### src/rtl/mpc_regblk_pkg.sv
package mpc_regblk_pkg;
  localparam int DATA_W   = 32;
  localparam int LANES    = DATA_W / 8;
  localparam int WIN_SIZE = 256;
  localparam int ADDR_W   = $clog2(WIN_SIZE);
  localparam int SIZE_W   = 3;

  typedef enum logic [ADDR_W-1:0] {
    OFS_CTRL = 8'h00,
    OFS_CFG  = 8'h04,
    OFS_PWR  = 8'h08
  } reg_ofs_e;

  // Byte-enable pattern (relative to the addressed lane) for a given size;
  // zero for an illegal size.
  function automatic logic [LANES-1:0] size_lanes(input logic [SIZE_W-1:0] sz);
    case (sz)
      3'd1:    return 4'b0001;
      3'd2:    return 4'b0011;
      3'd4:    return 4'b1111;
      default: return 4'b0000;
    endcase
  endfunction
endpackage

### src/rtl/mpc_bus_port.sv
module mpc_bus_port
  import mpc_regblk_pkg::*;
(
  input  logic              clk,
  input  logic              rst_n,
  input  logic              req_valid,
  output logic              req_ready,
  output logic              accept,
  input  logic [DATA_W-1:0] rd_value,
  output logic              rsp_valid,
  input  logic              rsp_ready,
  output logic [DATA_W-1:0] rsp_rdata
);
  assign req_ready = !rsp_valid || rsp_ready;
  assign accept    = req_valid && req_ready;

  always_ff @(posedge clk) begin
    if (!rst_n) begin
      rsp_valid <= 1'b0;
      rsp_rdata <= '0;
    end else if (accept) begin
      rsp_valid <= 1'b1;
      rsp_rdata <= rd_value;
    end else if (rsp_ready) begin
      rsp_valid <= 1'b0;
    end
  end
endmodule

### src/rtl/mpc_cfg_gen.sv
module mpc_cfg_gen
  import mpc_regblk_pkg::*;
#(
  parameter int CPU_COUNT = 1
) (
  output logic [DATA_W-1:0] cfg_value
);
  localparam int MAX_CPU = 4;

  if (CPU_COUNT < 1 || CPU_COUNT > MAX_CPU) begin : g_bad_count
    $error("mpc_cfg_gen: CPU_COUNT must be 1..4");
  end

  logic [MAX_CPU-1:0] present;
  for (genvar c = 0; c < MAX_CPU; c++) begin : g_cpu
    assign present[c] = (c < CPU_COUNT);
  end

  localparam logic [1:0] LAST_ID = 2'(CPU_COUNT - 1);
  assign cfg_value = {{(DATA_W-8){1'b0}}, present, 2'b00, LAST_ID};
endmodule

### src/rtl/mpc_pwr_word.sv
module mpc_pwr_word
  import mpc_regblk_pkg::*;
(
  input  logic              clk,
  input  logic              rst_n,
  input  logic              wr_en,
  input  logic [1:0]        lane_sel,
  input  logic [LANES-1:0]  rel_lanes,
  input  logic [DATA_W-1:0] wdata,
  output logic [DATA_W-1:0] word_q
);
  for (genvar b = 0; b < LANES; b++) begin : g_lane
    logic       hit;
    logic [7:0] nxt;
    always_comb begin
      hit = 1'b0;
      nxt = word_q[8*b +: 8];
      for (int s = 0; s <= b; s++) begin
        if (lane_sel == 2'(s) && rel_lanes[b-s]) begin
          hit = 1'b1;
          nxt = wdata[8*(b-s) +: 8];
        end
      end
    end

    always_ff @(posedge clk) begin
      if (!rst_n)            word_q[8*b +: 8] <= 8'h00;
      else if (wr_en && hit) word_q[8*b +: 8] <= nxt;
    end
  end
endmodule

### src/rtl/mpc_regblk.sv
module mpc_regblk
  import mpc_regblk_pkg::*;
#(
  parameter int CPU_COUNT = 1
) (
  input  logic              clk,
  input  logic              rst_n,
  input  logic              req_valid,
  output logic              req_ready,
  input  logic              req_write,
  input  logic [ADDR_W-1:0] req_addr,
  input  logic [SIZE_W-1:0] req_size,
  input  logic [DATA_W-1:0] req_wdata,
  output logic              rsp_valid,
  input  logic              rsp_ready,
  output logic [DATA_W-1:0] rsp_rdata
);
  logic              accept;
  logic [DATA_W-1:0] rd_value;
  logic [DATA_W-1:0] cfg_value;
  logic [DATA_W-1:0] pwr_q;
  logic [LANES-1:0]  rel_lanes;
  logic              wr_ok;
  logic              hit_ctrl;
  logic              hit_pwr;
  logic              ctrl_q;

  assign rel_lanes = size_lanes(req_size);
  assign wr_ok     = accept && req_write && (rel_lanes != '0);
  assign hit_ctrl  = (req_addr == OFS_CTRL);
  assign hit_pwr   = (req_addr[ADDR_W-1:2] == OFS_PWR[ADDR_W-1:2]);

  mpc_bus_port u_port (
    .clk       (clk),
    .rst_n     (rst_n),
    .req_valid (req_valid),
    .req_ready (req_ready),
    .accept    (accept),
    .rd_value  (rd_value),
    .rsp_valid (rsp_valid),
    .rsp_ready (rsp_ready),
    .rsp_rdata (rsp_rdata)
  );

  mpc_cfg_gen #(.CPU_COUNT(CPU_COUNT)) u_cfg (
    .cfg_value (cfg_value)
  );

  mpc_pwr_word u_pwr (
    .clk       (clk),
    .rst_n     (rst_n),
    .wr_en     (wr_ok && hit_pwr),
    .lane_sel  (req_addr[1:0]),
    .rel_lanes (rel_lanes),
    .wdata     (req_wdata),
    .word_q    (pwr_q)
  );

  always_ff @(posedge clk) begin
    if (!rst_n)                 ctrl_q <= 1'b0;
    else if (wr_ok && hit_ctrl) ctrl_q <= req_wdata[0];
  end

  always_comb begin
    rd_value = '0;
    if (!req_write) begin
      if (hit_ctrl)                 rd_value = {{(DATA_W-1){1'b0}}, ctrl_q};
      else if (req_addr == OFS_CFG) rd_value = cfg_value;
      else if (hit_pwr)             rd_value = pwr_q >> {req_addr[1:0], 3'b000};
    end
  end
endmodule

### config.mk
export PLATFORM = sky130hd
export DESIGN_NAME = mpc_regblk
export DESIGN_NICKNAME = d
export VERILOG_FILES = /design/src/rtl/mpc_regblk_pkg.sv /design/src/rtl/mpc_bus_port.sv /design/src/rtl/mpc_cfg_gen.sv /design/src/rtl/mpc_pwr_word.sv /design/src/rtl/mpc_regblk.sv
export SDC_FILE = /design/constraint.sdc
export NUM_CORES = 1
export LEC_CHECK = 0
export BUFFER_PORTS_ARGS = -buffer_cell sky130_fd_sc_hd__buf_4
export CAP_MARGIN = 10
export CORE_MARGIN = 1
export CORE_UTILIZATION = 35
export DETAILED_ROUTE_END_ITERATION = 12
export PLACE_DENSITY = 0.61
export SYNTH_ARGS = -nofsm -noshare
export SYNTH_HDL_FRONTEND = slang
export SYNTH_SLANG_ARGS = --single-unit
### constraint.sdc
create_clock -name clk -period 2.1 [get_ports clk]
set_input_delay 0.21 -clock clk [delete_from_list [all_inputs] [get_ports clk]]
set_output_delay 0.21 -clock clk [all_outputs]
set_load 0.05 [all_outputs]
* After elaboration in Yosys (flattened, before gate mapping) *
Cells that the tools add are included.

cells by class
  eq/ne operators = 8
  shifts and indexed selects = 1
  multiplexer cells = 26
  reductions and logical operators = 32

operators with widths
  cell                  count
  $mux W32              4
  $mux W8               9
  $shr A32 B5 Y32       1
  $logic_and A1 B1 Y1   19
  $mux W1               12
  $pmux W4 S3           1
  $eq A8 B3 Y1 const B  1
  $logic_not A8 Y1      1
  $reduce_and A2 Y1     4
  $reduce_bool A4 Y1    2
  $eq A6 B2 Y1 const B  1
  $eq A2 B2 Y1 const B  2
  $reduce_bool A2 Y1    2
  $eq A3 B1 Y1 const B  1
  $eq A3 B2 Y1 const B  1
  $eq A3 B3 Y1 const B  1
  $reduce_bool A3 Y1    1
  $eq A2 B1 Y1 const B  1
  $logic_not A2 Y1      1
  $logic_not A1 Y1      1
  $logic_or A1 B1 Y1    1

storage, ports and cells
  register bits after elaboration = 66

* Logic depth before layout (Yosys ltp) *
  depth after elaboration = 9
  depth in mapped cells = 8
  depth with buffers taken out = 5

* Modules after synthesis *
Synthesis repeated with hierarchy kept, for this count alone.

second synthesis, totals
  cells, all modules = 499
  area total of the unflattened synthesis = 4,500.6 um^2

modules (own cells, without submodules)
  module        times used  cells an instance  area an instance (um^2)
  mpc_pwr_word  1           184                1,765.4
  mpc_bus_port  1           144                1,357.6
  mpc_regblk    1           137                1,129.8
  mpc_cfg_gen   1           34                 247.7

* Worst setup path after synthesis *
No wires, ideal clock.

  path kind = register to register
  start = register u_port.rsp_valid
  end = register u_pwr.word_q[13]
  setup time = 0.116 ns
  data arrival time = 2.171 ns
  slack = -0.187 ns
  stages on the path, launching flop included = 7
  path buffers = 1
  period minus slack after synthesis = 2.287 ns
  cells stage by stage = dfxtp_1 -> nand2b_1 -> nand3_1 -> nor4_4 -> buf_2 -> nand2_1 -> o211a_1

on the way
  longest elaborated chain between the ends = 8

ends and longest elaborated chain
  element                           line                source
  from (decl)                       mpc_bus_port.sv:10  output logic rsp_valid,
  from (signal assigned)            mpc_bus_port.sv:19  rsp_valid <= 1'b0;
  from (signal assigned)            mpc_bus_port.sv:22  rsp_valid <= 1'b1;
  from (signal assigned)            mpc_bus_port.sv:25  rsp_valid <= 1'b0;
  $logic_not A1 Y1                  mpc_bus_port.sv:14  assign req_ready = !rsp_valid || rsp_ready;
  $logic_or A1 B1 Y1                mpc_bus_port.sv:14
  named net req_ready               mpc_regblk.sv:9     output logic req_ready,
  $logic_and A1 B1 Y1               mpc_bus_port.sv:15  assign accept = req_valid && req_ready;
  $logic_and A1 B1 Y1 (2 in a row)  mpc_regblk.sv:29    assign wr_ok = accept && req_write && (rel_lanes != '0);
  $logic_and A1 B1 Y1               mpc_regblk.sv:52    .wr_en (wr_ok && hit_pwr),
  $logic_and A1 B1 Y1               mpc_pwr_word.sv:28  else if (wr_en && hit) word_q[8*b +: 8] <= nxt;
  $reduce_and A2 Y1 (no line)       --
  to (signal, indexed assignment)   mpc_pwr_word.sv:28
  to (decl)                         mpc_pwr_word.sv:10  output logic [DATA_W-1:0] word_q

The timed path passes the listed nets, and every way through them passes these cells.
A chain may end at the register's enable or synchronous reset.

* Worst setup path after layout *
  start = register u_port.rsp_valid
  end = register u_pwr.word_q[9]

on the way
  longest elaborated chain between the ends = 8

ends and longest elaborated chain
  element                           line
  $logic_not A1 Y1                  mpc_bus_port.sv:14
  $logic_or A1 B1 Y1                mpc_bus_port.sv:14
  $logic_and A1 B1 Y1               mpc_bus_port.sv:15
  $logic_and A1 B1 Y1 (2 in a row)  mpc_regblk.sv:29
  $logic_and A1 B1 Y1               mpc_regblk.sv:52
  $logic_and A1 B1 Y1               mpc_pwr_word.sv:28
  $reduce_and A2 Y1 (no line)       --

Every way passes these cells.

==> flow_summary.ini <==
[outcome]
status = completed

[die]
core_area_mm2 = 0.00986
pin_count = 82
std_cell_rows = 36
initial_core_util_pct = 36.5
die_h_um = 103
die_w_um = 103
fp.dieArea_mm2 = 0.0107

[sta]
tightest_slew_ps = 676
fmax_mhz = 615
hold_violations = 0
drv_slew = 0
setup_viol = 0
tns_ps = 0
relSlewSlack_pct = 54.8
period_share_pct = 77.4
rsz0062_at_grt = no
finClkSkew_ps = 5.13
finalCriticalPeriod_ps = 1630

[yosys]
dominantRegCellSynth = dfxtp_1
avgSynthCellArea_um2 = 9.12
syn_nets = 443
ys_seq_area_share_pct = 36.7
syn-cell-area_mm2 = 0.00360
ys_ff_latch = 66
synth_cells = 395
synth.distinct_cells = 47
synth_async_sr_flop_share_pct = 0
synth-edff-count = 0
yosys_warnings = 0

[placement]
dp.cells = 596
post-dp-hpwl_mm = 7.40
port_buffers = 81
routabilityCongestion = 0.798

[setup_path]
r2r_cells = 7
r2r_start = u_port.rsp_valid$_SDFFE_PN0P_
path_cells = nand2b_2 -> nand3_1 -> buf_4 -> nor4_4 -> buf_4 -> nand2_1 -> o211a_1
r2r-end = u_pwr.word_q[9]$_SDFFE_PN0P_
worst_setup_path_end_kind = register
worstPathMaxFanout = 16
worstPathArrival_ps = 1860
crit_required_ps = 2330
slowest_stage = dfxtp_1
cpPeakStageDelay_ps = 320
rrSetupSlack_ps = 470
path_class = register to register
cp_common_cell = buf_4
start_kind = register

[drt]
wirelength_mm = 9.83
wl_per_cell_um = 16.1
detail-route-antenna-nets = 0
viasPerCell = 5.27
initialDrtViolationCount = 101
vias = 3220
drc = 0
first_pass_iters = 4

[clock_network]
cts_num_sinks = 66
cts_resized = 0
clk-insertion-delay-late_ps = 340
tritoncts = built
cts_buffer_depth = 2
path_clk_slew_ps = 70
cts_max_level = 3
cts_root_buf = clkbuf_8
cts_inserted_buffers = 9
hold_buffers = 0
cts_setup_buffers = 0

[grt]
grt_first_pass_wirelength_mm = 15.8
grt_pass1_vias = 3250
gr-total-overflow = 0
antenna_found_initial = 0
grt_max_degree = 34
grt_usage_pct = 19.5

[layout]
fin_nets = 522
areaGrowthSynthToFinish_pct = 27.5
num_antenna_cells = 0
drive_gt1_share_pct = 28.2
final_cells = 611
final_cell_mix = 97 x buf_4, 66 x dfxtp_1, 57 x nand2_1
fillCellCount = 968
layout_commonest_cell = buf_4

[worst_hold_path]
holdPathEnd = u_port.rsp_valid$_SDFFE_PN0P_
hold_start = req_valid
min_path_type = input pin to register
hold-path-cell-count = 3

[flow_run]
drv_cap = 0

[power_and_ir_drop]
p_leak_nw = 1.96
pwr_density_cell_mw_per_mm2 = 602
vdd_ir_drop_max_v = 0.000337
## synth_stat cells, types with 9 or more instances
library cell,n,area [um^2]
dfxtp_1,66,1320
nand2_1,57,214
mux2i_1,47,470
nor2b_1,35,219
a22oi_1,17,128
clkbuf_1,15,56.3
o21ai_0,15,75.1
nor2_1,11,41.3
nand3_1,10,50.1
o31ai_1,9,67.6
## layer usage
layer / share of wire [%] / wire, um / track usage [%]
met1: 44 / 4300 / 22.5
met2: 51 / 5040 / 36.0
met3: 3.8 / 373 / 5.24
met4: 1.1 / 110 / 4.44
met5: 0 / 0 / 0
## through the flow
step	util, %	hold WS (ps)	setup WS, ps	cell area [um^2]	power (mW)
3_3_place_gp	44.3	489	191	4370	1.61
6_report	46.6	141	475	4590	2.77
2_1_floorplan	-	349	56.5	3600	1.48
3_5_place_dp	44.3	497	158	4370	1.62
4_1_cts	46.6	130	462	4590	2.79
5_1_grt	46.6	129	329	4590	2.88
## where the power goes
part           switching [mW]  total (mW)  internal, mW
Sequential            0.00103        1.25          1.25
Clock                   0.471        1.18         0.705
Combinational           0.184       0.336         0.152
## cell families after synthesis
group | count (synthesis) | share of synthesized area, %
buf+inv | 33 | 4.03
xor+xnor | 3 | 0.938
flops | 66 | 36.7
compound gates | 91 | 19.8
simple gates | 145 | 21.7
mux | 57 | 16.8
## sequential cells by signal, summed over array words and instances, names as in the netlist
name	cells
u_pwr.word_q	32
u_port.rsp_valid	1
ctrl_q	1
u_port.rsp_rdata	32
## area by class of cell
| cell class | count | area [um^2] | share of cell area [%] |
|---|---|---|---|
| inverters | 4 | 15.0 | 0.327 |
| well taps | 133 | 166 | 3.62 |
| clock buffers | 14 | 193 | 4.20 |
| clock inverters | 1 | 30.0 | 0.654 |
| flip-flops and latches | 66 | 1320 | 28.8 |
| repair buffers | 97 | 728 | 15.9 |
| multi-input cells | 296 | 2140 | 46.6 |
## how the worst max path moves through the flow
stage | from | end | slack (ps) | cells after the start
after detailed placement | req_addr[5] | u_pwr.word_q[28]$_SDFFE_PN0P_ | 160 | 7
final | u_port.rsp_valid$_SDFFE_PN0P_ | u_pwr.word_q[9]$_SDFFE_PN0P_ | 470 | 7
after floorplan | u_port.rsp_valid$_SDFFE_PN0P_ | u_pwr.word_q[13]$_SDFFE_PN0P_ | 60 | 6
after global routing | u_port.rsp_valid$_SDFFE_PN0P_ | u_pwr.word_q[13]$_SDFFE_PN0P_ | 330 | 7
after CTS | u_port.rsp_valid$_SDFFE_PN0P_ | u_pwr.word_q[9]$_SDFFE_PN0P_ | 460 | 7
after global placement | req_addr[5] | u_pwr.word_q[29]$_SDFFE_PN0P_ | 190 | 7
## critical path: cells and delay by family (launching register included)
kind / cells / cell delay, ps
simple gates: 4 / 610
compound gates: 1 / 120
flops: 1 / 320
buf+inv: 2 / 470
Power figures use the tool's default switching activity.
